**config.mk**
```make
export PLATFORM = sky130hd
export DESIGN_NAME = mdio_master
export DESIGN_NICKNAME = d
export VERILOG_FILES = /design/src/rtl/mdio_pkg.sv /design/src/rtl/mdio_clkgen.sv /design/src/rtl/mdio_frame.sv /design/src/rtl/mdio_master.sv
export SDC_FILE = /design/constraint.sdc
export NUM_CORES = 1
export LEC_CHECK = 0
export ABC_AREA = 0
export BUFFER_PORTS_ARGS = -buffer_cell sky130_fd_sc_hd__buf_4
export CAP_MARGIN = 0
export CORE_UTILIZATION = 51
export CTS_BUF_LIST = sky130_fd_sc_hd__clkbuf_16
export DETAILED_ROUTE_END_ITERATION = 10
export PLACE_DENSITY = 0.72
export SYNTH_ARGS = -nofsm -noshare
export SYNTH_HDL_FRONTEND = slang
export SYNTH_SLANG_ARGS = --single-unit
```
**constraint.sdc**
```tcl
create_clock -name clk -period 3.1 [get_ports clk]
set_input_delay 0.465 -clock clk [delete_from_list [all_inputs] [get_ports clk]]
set_output_delay 0.465 -clock clk [all_outputs]
set_load 0.05 [all_outputs]
```
**src/rtl/mdio_pkg.sv**
```systemverilog
`timescale 1ns/1ps
package mdio_pkg;
  // idle ones sent before every frame
  localparam int PRE_BITS = 32;

  typedef enum logic [1:0] {
    OP_NONE = 2'b00,
    OP_WR   = 2'b01,
    OP_RD   = 2'b10,
    OP_RSV  = 2'b11
  } mdio_op_e;

  localparam logic [1:0] ST_CODE = 2'b01;
  localparam logic [1:0] TA_WR   = 2'b10;
endpackage

```
**src/rtl/mdio_clkgen.sv**
```systemverilog
`timescale 1ns/1ps
module mdio_clkgen #(
  parameter int DIV_W = 5
) (
  input  logic             clk,
  input  logic             rst,
  input  logic             en,
  input  logic [DIV_W-1:0] div,
  output logic             mdc,
  output logic             rise_tick,
  output logic             fall_tick
);
  logic [DIV_W-1:0] cnt;
  logic             wrap;

  assign wrap      = en && (cnt == div);
  assign rise_tick = wrap && !mdc;
  assign fall_tick = wrap && mdc;

  always_ff @(posedge clk) begin
    if (rst || !en) begin
      cnt <= '0;
      mdc <= 1'b0;
    end else if (wrap) begin
      cnt <= '0;
      mdc <= ~mdc;
    end else begin
      cnt <= cnt + 1'b1;
    end
  end
endmodule

```
**src/rtl/mdio_frame.sv**
```systemverilog
`timescale 1ns/1ps
module mdio_frame
  import mdio_pkg::*;
#(
  parameter int PHY_W  = 5,
  parameter int REG_W  = 5,
  parameter int DATA_W = 16
) (
  input  logic              clk,
  input  logic              rst,
  input  logic              start,
  input  logic [1:0]        op,
  input  logic [PHY_W-1:0]  phy,
  input  logic [REG_W-1:0]  regad,
  input  logic [DATA_W-1:0] wdata,
  input  logic              rise_tick,
  input  logic              fall_tick,
  input  logic              mdio_i,
  output logic              mdio_o,
  output logic              mdio_oe,
  output logic              last_fall,
  output logic [DATA_W-1:0] rd_data,
  output logic              rd_fail
);
  localparam int FRAME_BITS = PRE_BITS + 2 + 2 + PHY_W + REG_W + 2 + DATA_W;
  localparam int IDX_W      = $clog2(FRAME_BITS);
  localparam int TA_FIRST   = FRAME_BITS - DATA_W - 2;
  localparam int DATA_FIRST = TA_FIRST + 2;
  localparam logic [IDX_W-1:0] LAST_IDX = IDX_W'(FRAME_BITS - 1);
  localparam logic [IDX_W-1:0] TA2_IDX  = IDX_W'(TA_FIRST + 1);
  localparam logic [IDX_W-1:0] REL_IDX  = IDX_W'(TA_FIRST - 1);
  localparam logic [IDX_W-1:0] DAT_IDX  = IDX_W'(DATA_FIRST);

  logic [FRAME_BITS-1:0] frame_w;
  logic [FRAME_BITS-1:0] tx_sh;
  logic [IDX_W-1:0]      idx;
  logic                  rd_q;
  logic                  is_read;
  logic [1:0]            ta_field;
  logic [DATA_W-1:0]     data_field;

  always_comb begin
    is_read    = (op == OP_RD);
    ta_field   = is_read ? 2'b11 : TA_WR;
    data_field = is_read ? '0 : wdata;
    frame_w    = {{PRE_BITS{1'b1}}, ST_CODE, op, phy, regad, ta_field, data_field};
  end

  assign last_fall = fall_tick && (idx == LAST_IDX);

  always_ff @(posedge clk) begin
    if (rst) begin
      idx     <= '0;
      tx_sh   <= '0;
      mdio_o  <= 1'b0;
      mdio_oe <= 1'b0;
      rd_q    <= 1'b0;
      rd_fail <= 1'b0;
      rd_data <= '0;
    end else if (start) begin
      idx     <= '0;
      mdio_o  <= frame_w[FRAME_BITS-1];
      tx_sh   <= frame_w << 1;
      mdio_oe <= 1'b1;
      rd_q    <= is_read;
      rd_fail <= 1'b0;
      rd_data <= '0;
    end else begin
      // sample side: MDC rising
      if (rise_tick && rd_q) begin
        if (idx == TA2_IDX && mdio_i)
          rd_fail <= 1'b1;
        if (idx >= DAT_IDX)
          rd_data <= {rd_data[DATA_W-2:0], mdio_i};
      end
      // launch side: MDC falling
      if (fall_tick) begin
        if (idx == LAST_IDX) begin
          mdio_oe <= 1'b0;
          mdio_o  <= 1'b0;
        end else begin
          idx    <= idx + 1'b1;
          mdio_o <= tx_sh[FRAME_BITS-1];
          tx_sh  <= tx_sh << 1;
          if (rd_q && idx >= REL_IDX)
            mdio_oe <= 1'b0;
        end
      end
    end
  end
endmodule

```
**src/rtl/mdio_master.sv**
```systemverilog
`timescale 1ns/1ps
module mdio_master
  import mdio_pkg::*;
#(
  parameter int DIV_W  = 5,
  parameter int PHY_W  = 5,
  parameter int REG_W  = 5,
  parameter int DATA_W = 16,
  parameter int WORD_W = DATA_W + REG_W + PHY_W + 6
) (
  input  logic              clk,
  input  logic              rst,
  input  logic              cmd_wr,
  input  logic [WORD_W-1:0] cmd_wdata,
  input  logic [DIV_W-1:0]  div_count,
  output logic [WORD_W-1:0] cmd_rdata,
  output logic              complete,
  output logic              mdc,
  output logic              mdio_o,
  output logic              mdio_oe,
  input  logic              mdio_i
);
  localparam int REG_LSB  = DATA_W;
  localparam int PHY_LSB  = REG_LSB + REG_W;
  localparam int OP_LSB   = PHY_LSB + PHY_W;
  localparam int FAIL_BIT = OP_LSB + 2;
  localparam int BUSY_BIT = FAIL_BIT + 1;

  logic [WORD_W-1:0] cmd_q;
  logic [DIV_W-1:0]  div_q;
  logic              done_q;
  logic              busy;
  logic              wr_ok;
  logic              launch;
  logic [1:0]        wr_op;
  logic              rise_tick;
  logic              fall_tick;
  logic              last_fall;
  logic [DATA_W-1:0] rd_data;
  logic              rd_fail;
  logic              unused_wbits;

  assign busy         = cmd_q[BUSY_BIT];
  assign wr_op        = cmd_wdata[OP_LSB +: 2];
  assign wr_ok        = cmd_wr && !busy;
  assign launch       = wr_ok && cmd_wdata[BUSY_BIT] && (wr_op == OP_WR || wr_op == OP_RD);
  assign unused_wbits = ^{cmd_wdata[WORD_W-1:BUSY_BIT+1], cmd_wdata[FAIL_BIT]};

  always_ff @(posedge clk) begin
    if (rst) begin
      cmd_q  <= '0;
      div_q  <= '0;
      done_q <= 1'b0;
    end else begin
      done_q <= last_fall;
      if (wr_ok) begin
        cmd_q[OP_LSB+1:0] <= cmd_wdata[OP_LSB+1:0];
        cmd_q[BUSY_BIT]   <= launch;
        if (launch) begin
          cmd_q[FAIL_BIT] <= 1'b0;
          div_q           <= div_count;
        end
      end else if (last_fall) begin
        cmd_q[BUSY_BIT] <= 1'b0;
        if (cmd_q[OP_LSB +: 2] == OP_RD) begin
          cmd_q[DATA_W-1:0] <= rd_data;
          cmd_q[FAIL_BIT]   <= rd_fail;
        end
      end
    end
  end

  assign cmd_rdata = cmd_q;
  assign complete  = done_q;

  mdio_clkgen #(.DIV_W(DIV_W)) u_clk (
    .clk       (clk),
    .rst       (rst),
    .en        (busy),
    .div       (div_q),
    .mdc       (mdc),
    .rise_tick (rise_tick),
    .fall_tick (fall_tick)
  );

  mdio_frame #(.PHY_W(PHY_W), .REG_W(REG_W), .DATA_W(DATA_W)) u_frame (
    .clk       (clk),
    .rst       (rst),
    .start     (launch),
    .op        (wr_op),
    .phy       (cmd_wdata[PHY_LSB +: PHY_W]),
    .regad     (cmd_wdata[REG_LSB +: REG_W]),
    .wdata     (cmd_wdata[DATA_W-1:0]),
    .rise_tick (rise_tick),
    .fall_tick (fall_tick),
    .mdio_i    (mdio_i),
    .mdio_o    (mdio_o),
    .mdio_oe   (mdio_oe),
    .last_fall (last_fall),
    .rd_data   (rd_data),
    .rd_fail   (rd_fail)
  );
endmodule

```
==> impl_metrics.csv, run 1 <==
group,metric,value,unit
worst_setup_path,start_kind,"flip-flop",
final_layout,multi_input_area,2580,sq um
worst_setup_path,cp-end-kind,"flip-flop",
timing,setup_violations,0,
clock_network,clk_pin_slew,0.06,ns
timing,slew_headroom,0.249,
logic_synthesis,synth_flop_cell,"dfxtp_1",
worst_setup_path,crit_chain,"ha_1 -> nand3_4 -> o2111ai_4 -> or2_2 -> buf_4 -> nor2_1 -> nor4_2",
place,io_buffers,71,
final_layout,fillCellCount,852,
logic_synthesis,synth_edf_count,0,
detailed_routing,via_per_inst,5.45,
timing,fin_skew,0.0102,ns
worst_setup_path,worstPathRequired,3.42,ns
clock_network,cts_hold_buf,0,
global_routing,grt_max_degree,59,
die,fp.dieW,106,um
place,dp_hpwl,7950,um
die,fp.dieArea,11200,sq um
worst_setup_path,cp_slowest_stage_delay,0.47,ns
clock_network,numCtsBuffers,17,
final_layout,stdcell_area,6630,sq um
worst_setup_path,cp_max_fo,24,
final_layout,regArea,2620,sq um
logic_synthesis,synth-warning-count,0,
clock_network,cts_root_buf,"clkbuf_16",
logic_synthesis,syn_area,5500,sq um
logic_synthesis,syn_avg_cell_area,9.01,sq um
place,placement.cell_area,6040,sq um
timing,post-route-min-period,2.37,ns
global_routing,grt_pass1_vias,4351,
detailed_routing,drc_errors,0,
worst_setup_path,crit_slowest_cell,"or2_2",
worst_setup_path,worstPathArrival,2.68,ns
logic_synthesis,syn_inst,610,
logic_synthesis,synth_commonest_cells,"dfxtp_1, nor2_1, nand2_1",
clock_network,cts_resized,0,
logic_synthesis,synth_area_leaders,"dfxtp_1, nor2_1, mux2i_1",
place,pre_cts_slack,0.621,ns
global_routing,grt.total_usage,0.234,
die,num_rows,37,
timing,timing.hold.ws,0.274,ns
detailed_routing,final_antenna_net_count,0,
timing,fmax,423,MHz
logic_synthesis,synth.distinct_cells,53,
final_layout,syn2layout_area_growth,20.6,%
timing,rsz0062_at_grt,"false",
clock_network,cts_tree,"done",
final_layout,postLayoutCoreUtil,0.640,
final_layout,drive_gt1_frac,0.252,
power_and_ir_drop,pwr_density_cell,639,nW/um^2
logic_synthesis,yosysTopAreaCellShare,0.477,
logic_synthesis,yosysSeqAreaShare,0.477,
clock_network,clock_path_buffers,2,
final_layout,antennaDiodeCount,0,
detailed_routing,avgRoutedWirePerCell,15.1,um
die,die_y,106,um
timing,min_period_over_period,0.763,
detailed_routing,routed_wl,12300,um
global_routing,grt_pass1_wl,20700,um
clock_network,post-cts-setup-buffer-count,0,
clock_network,clock-sinks,131,
detailed_routing,drt_iter0_markers,201,
die,ioPinCount,77,
logic_synthesis,post-synth-top-count-cell,"dfxtp_1",
status,status,"finished, final reports clean",
timing,setup_tns,0,ns
logic_synthesis,ys_ff_latch,131,
logic_synthesis,synth.largest_area_cell,"dfxtp_1",
die,initial_core_util,0.530,
die,core,10400,sq um
worst_setup_path,crit_type,"reg2reg",
power_and_ir_drop,ir_worst_vdd,0.345,mV
global_routing,antenna_found_initial,0,
logic_synthesis,synth-async-reset-ratio,0,
timing,worst_pin_slew,1.13,ns
clock_network,htreeDepth,4,
timing,hold_viol_final,0,
timing,maxSlewViolCount,0,
place,globalplace.congestion,0.780,
clock_network,clk_latency,0.41,ns
global_routing,grt_overflow_total,0,
final_layout,fin_nets,711,
detailed_routing,vias,4436,
detailed_routing,dr.pass1.iters,4,
flow_run,cap_violations,0,
timing,fin_ws,0.734,ns
power_and_ir_drop,power_leakage,2.74,nW
min_path,hold_class,"in2reg",
## metrics by stage
stage | total power [mW] | std cells
2_1_floorplan | 2.14 | 611
3_3_place_gp | 2.27 | 782
3_5_place_dp | 2.29 | 782
4_1_cts | 4.26 | 814
5_1_grt | 4.39 | 814
6_report | 4.24 | 814
## path summary, 6_finish.rpt
path / start / end / slack, ns / cells past startpoint
setup reg to reg: u_frame.idx[0] / u_frame.tx_sh[17] / 0.73 / 7
setup / recovery: u_frame.idx[0] / u_frame.tx_sh[17] / 0.73 / 7
hold reg to reg: cmd_rdata[20] / cmd_rdata[20] / 0.46 / 2
hold / removal: cmd_wdata[9] / u_frame.tx_sh[10] / 0.27 / 3
## cell type report
type	instances	share of cell area
Sequential cell	131	0.395
Timing Repair Buffer	85	0.0962
Clock inverter	15	0.0253
Clock buffer	17	0.0641
Multi-Input combinational cell	423	0.389
Tap cell	136	0.0257
Inverter	7	0.00396
## cells in the final DEF, fill, tap and decap left out, types with 17 or more instances in the layout
cell and n:
mux2i_1 32, nor2_1 87, nand3_1 52, dfxtp_1 131, nor3_1 54, clkbuf_16 17
nor3_2 17, nand2_1 63, buf_4 85, a21oi_1 26
## power by group
group | internal (mW) | switching, mW
Clock | 1.26 | 0.734
Sequential | 1.76 | 0.0460
Combinational | 0.157 | 0.286
Total | 3.18 | 1.07
## routing by layer
metal / track usage / part of all wire / up-vias
li1: - / - / 2212
met1: 0.303 / 0.46 / 2086
met2: 0.380 / 0.47 / 122
met3: 0.0538 / 0.053 / 16
met4: 0.0853 / 0.015 / 0
met5: 0 / 0 / -
## critical path: cells and delay by family, from the launching register on
family	cells	cell delay (ns)
AO/OA/AOI/OAI	1	0.32
adder cells (fa/ha/maj)	1	0.24
buffers and inverters	1	0.35
flip-flops	1	0.40
AND/OR/NAND/NOR	4	0.95
## kinds of logic (layout without fill, tap and decap cells)
family,Yosys count,in the layout,synth area share
AND/OR/NAND/NOR,307,307,0.282
flip-flops,131,131,0.477
AO/OA/AOI/OAI,65,65,0.0869
buffers and inverters,57,124,0.0573
multiplexers,32,32,0.0583
XOR/XNOR,12,12,0.0259
adder cells (fa/ha/maj),5,5,0.0114
other,1,2,0.000682
## registers in the layout (all words and copies together), names as in the netlist
signal / flops
complete: 1
u_frame.tx_sh: 63
u_clk.cnt: 5
u_frame.idx: 6
u_clk.mdc: 1
u_frame.mdio_o: 1
cmd_rdata: 30
div_q: 5
u_frame.rd_fail: 1
u_frame.rd_q: 1
u_frame.rd_data: 16
u_frame.mdio_oe: 1
No activity file was read; power rests on OpenSTA's default activity.
==> run 2, diff against run 1 <==
- clock period: 3.1 -> 2.26 ns (I/O delays scaled with it)
==> impl_metrics.csv, run 2 (same netlist as run 1, synthesis figures left out) <==
group,metric,value,unit
status,status,"finished, final reports clean",
worst_setup_path,cp-end-kind,"flip-flop",
final_layout,syn2layout_area_growth,21.2,%
timing,fmax,470,MHz
final_layout,final_common_cell,"dfxtp_1",
timing,timing.hold.ws,0.136,ns
flow_run,cap_violations,0,
worst_setup_path,timing.rr.end,"u_frame.tx_sh[4]",
worst_setup_path,start_kind,"flip-flop",
power_and_ir_drop,p_int,4.27,mW
worst_setup_path,cp_slowest_stage_delay,0.83,ns
clock_network,clock_path_buffers,2,
worst_setup_path,r2r-start,"cmd_rdata[29]",
timing,rsz0062_at_grt,"false",
clock_network,cts_tree,"done",
power_and_ir_drop,p_sw_frac,0.262,
timing,min_period_over_period,0.941,
power_and_ir_drop,power_leakage,2.75,nW
timing,slew_headroom,0.259,
detailed_routing,final_antenna_net_count,0,
timing,post-route-min-period,2.13,ns
place,placement.cell_area,6080,sq um
final_layout,largest_reg_flops,63,
min_path,hold_start,"cmd_wdata[9]",
detailed_routing,drc_errors,0,
worst_setup_path,reg2reg_setup_slack,0.13,ns
timing,maxSlewViolCount,0,
clock_network,numCtsBuffers,17,
die,num_rows,37,
min_path,hold_path_end,"u_frame.tx_sh[10]",
worst_setup_path,r2r_cells,5,
timing,fin_skew,0.0172,ns
place,dp_hpwl,7880,um
final_layout,regMostFlops,"u_frame.tx_sh",
final_layout,mostFrequentLayoutCells,"dfxtp_1, nor2_1, buf_4",
power_and_ir_drop,comb_power_share,0.105,
worst_setup_path,path_buf_inv,0,
power_and_ir_drop,total_power,5.78,mW
clock_network,htreeDepth,4,
power_and_ir_drop,p_switching,1.51,mW
worst_setup_path,crit_family,"simple AND/OR/NAND/NOR gates",
final_layout,drive_gt1_frac,0.256,
global_routing,grt_max_degree,59,
die,die_y,106,um
power_and_ir_drop,power_frac_seq,0.430,
detailed_routing,avgRoutedWirePerCell,14.8,um
detailed_routing,drt_iter0_markers,181,
worst_setup_path,cp_max_fo,32,
die,ioPinCount,77,
min_path,holdPathStages,3,
clock_network,clk_latency,0.42,ns
timing,setup_violations,0,
global_routing,grt_pass1_wl,20300,um
worst_setup_path,crit_type,"reg2reg",
power_and_ir_drop,clockPowerShare,0.466,
clock_network,cts_root_buf,"clkbuf_16",
die,initial_core_util,0.530,
final_layout,fin_nets,713,
min_path,hold_class,"in2reg",
timing,hold_viol_final,0,
die,core,10400,sq um
die,fp.dieArea,11200,sq um
worst_setup_path,worstPathRequired,2.61,ns
worst_setup_path,crit_chain,"nand2b_2 -> nor3b_4 -> nor2_2 -> nand3_1 -> nand3_1",
clock_network,post-cts-setup-buffer-count,0,
detailed_routing,routed_wl,12000,um
worst_setup_path,cp_common_cell,"nand3_1",
detailed_routing,vias,4425,
global_routing,grt_pass1_vias,4314,
final_layout,stdcell_area,6660,sq um
clock_network,cts_resized,0,
clock_network,clk_pin_slew,0.06,ns
die,fp.dieW,106,um
timing,worst_pin_slew,1.11,ns
power_and_ir_drop,pwr_density_cell,867,nW/um^2
timing,setup_tns,0,ns
clock_network,clock-sinks,131,
global_routing,grt.total_usage,0.227,
final_layout,antennaDiodeCount,0,
worst_setup_path,crit_slowest_cell,"nor2_2",
global_routing,grt_overflow_total,0,
detailed_routing,dr.pass1.iters,4,
power_and_ir_drop,ir_worst_vdd,0.488,mV
place,globalplace.congestion,0.770,
place,io_buffers,71,
clock_network,cts_hold_buf,0,
global_routing,antenna_found_initial,0,
detailed_routing,via_per_inst,5.42,
worst_setup_path,worstPathArrival,2.48,ns
==> run 2: cell count changes in the layout (fill, tap and decap cells not counted), sizes merged <==
cell,change
inv,+1
buf,+2
bufinv,-1
==> run 2: worst reg2reg max path: cells and delay by family, from the launching register on <==
kind | cells | cell delay (ns)
simple gates | 5 | 1.48
flops | 1 | 0.57
==> run 2: how the worst max path moves through the flow <==
stage | from | endpoint | slack, ns | depth (start not counted)
floorplan | u_clk.mdc | u_frame.idx[4] | 0.38 | 7
global placement | cmd_wdata[26] | u_frame.idx[4] | 0.23 | 7
detailed placement | cmd_wdata[26] | u_frame.tx_sh[4] | 0.15 | 7
CTS | cmd_rdata[29] | u_frame.tx_sh[5] | 0.19 | 5
global route | cmd_rdata[29] | u_frame.tx_sh[7] | 0.007 | 5
finish | cmd_rdata[29] | u_frame.tx_sh[4] | 0.13 | 5
==> run 2: cell type report <==
class | instances | area [sq um]
Clock buffer | 17 | 425
Clock inverter | 15 | 159
Fill cell | 866 | 3710
Inverter | 7 | 26.3
Multi-Input combinational cell | 423 | 2580
Sequential cell | 131 | 2620
Tap cell | 136 | 170
Timing Repair Buffer | 87 | 678
==> run 2: power groups by stage <==
stage          clock (mW)  combinational, mW  sequential (mW)
4_1_cts              2.71              0.609             2.48
6_report             2.69              0.605             2.48
2_1_floorplan           0              0.281             2.66
3_5_place_dp            0              0.606             2.53
3_3_place_gp            0              0.591             2.53
5_1_grt              2.83              0.654             2.49
==> run 2: layer usage <==
layer  global-route usage  routed length (um)  vias to the layer above
li1                     -                   -                     2212
met1                0.296                5700                     2106
met2                0.369                5750                       99
met3               0.0501                 480                        8
met4               0.0794                 112                        0
met5                    0                   0                        -
==> run 2: metrics by stage <==
| stage | instances | util | setup WS (ns) |
|---|---|---|---|
| floorplan | 611 | - | 0.384 |
| finish | 816 | 0.643 | 0.133 |
| detailed placement | 784 | 0.586 | 0.155 |
| global route | 816 | 0.643 | 0.00709 |
| global placement | 784 | 0.586 | 0.226 |
| CTS | 816 | 0.643 | 0.187 |
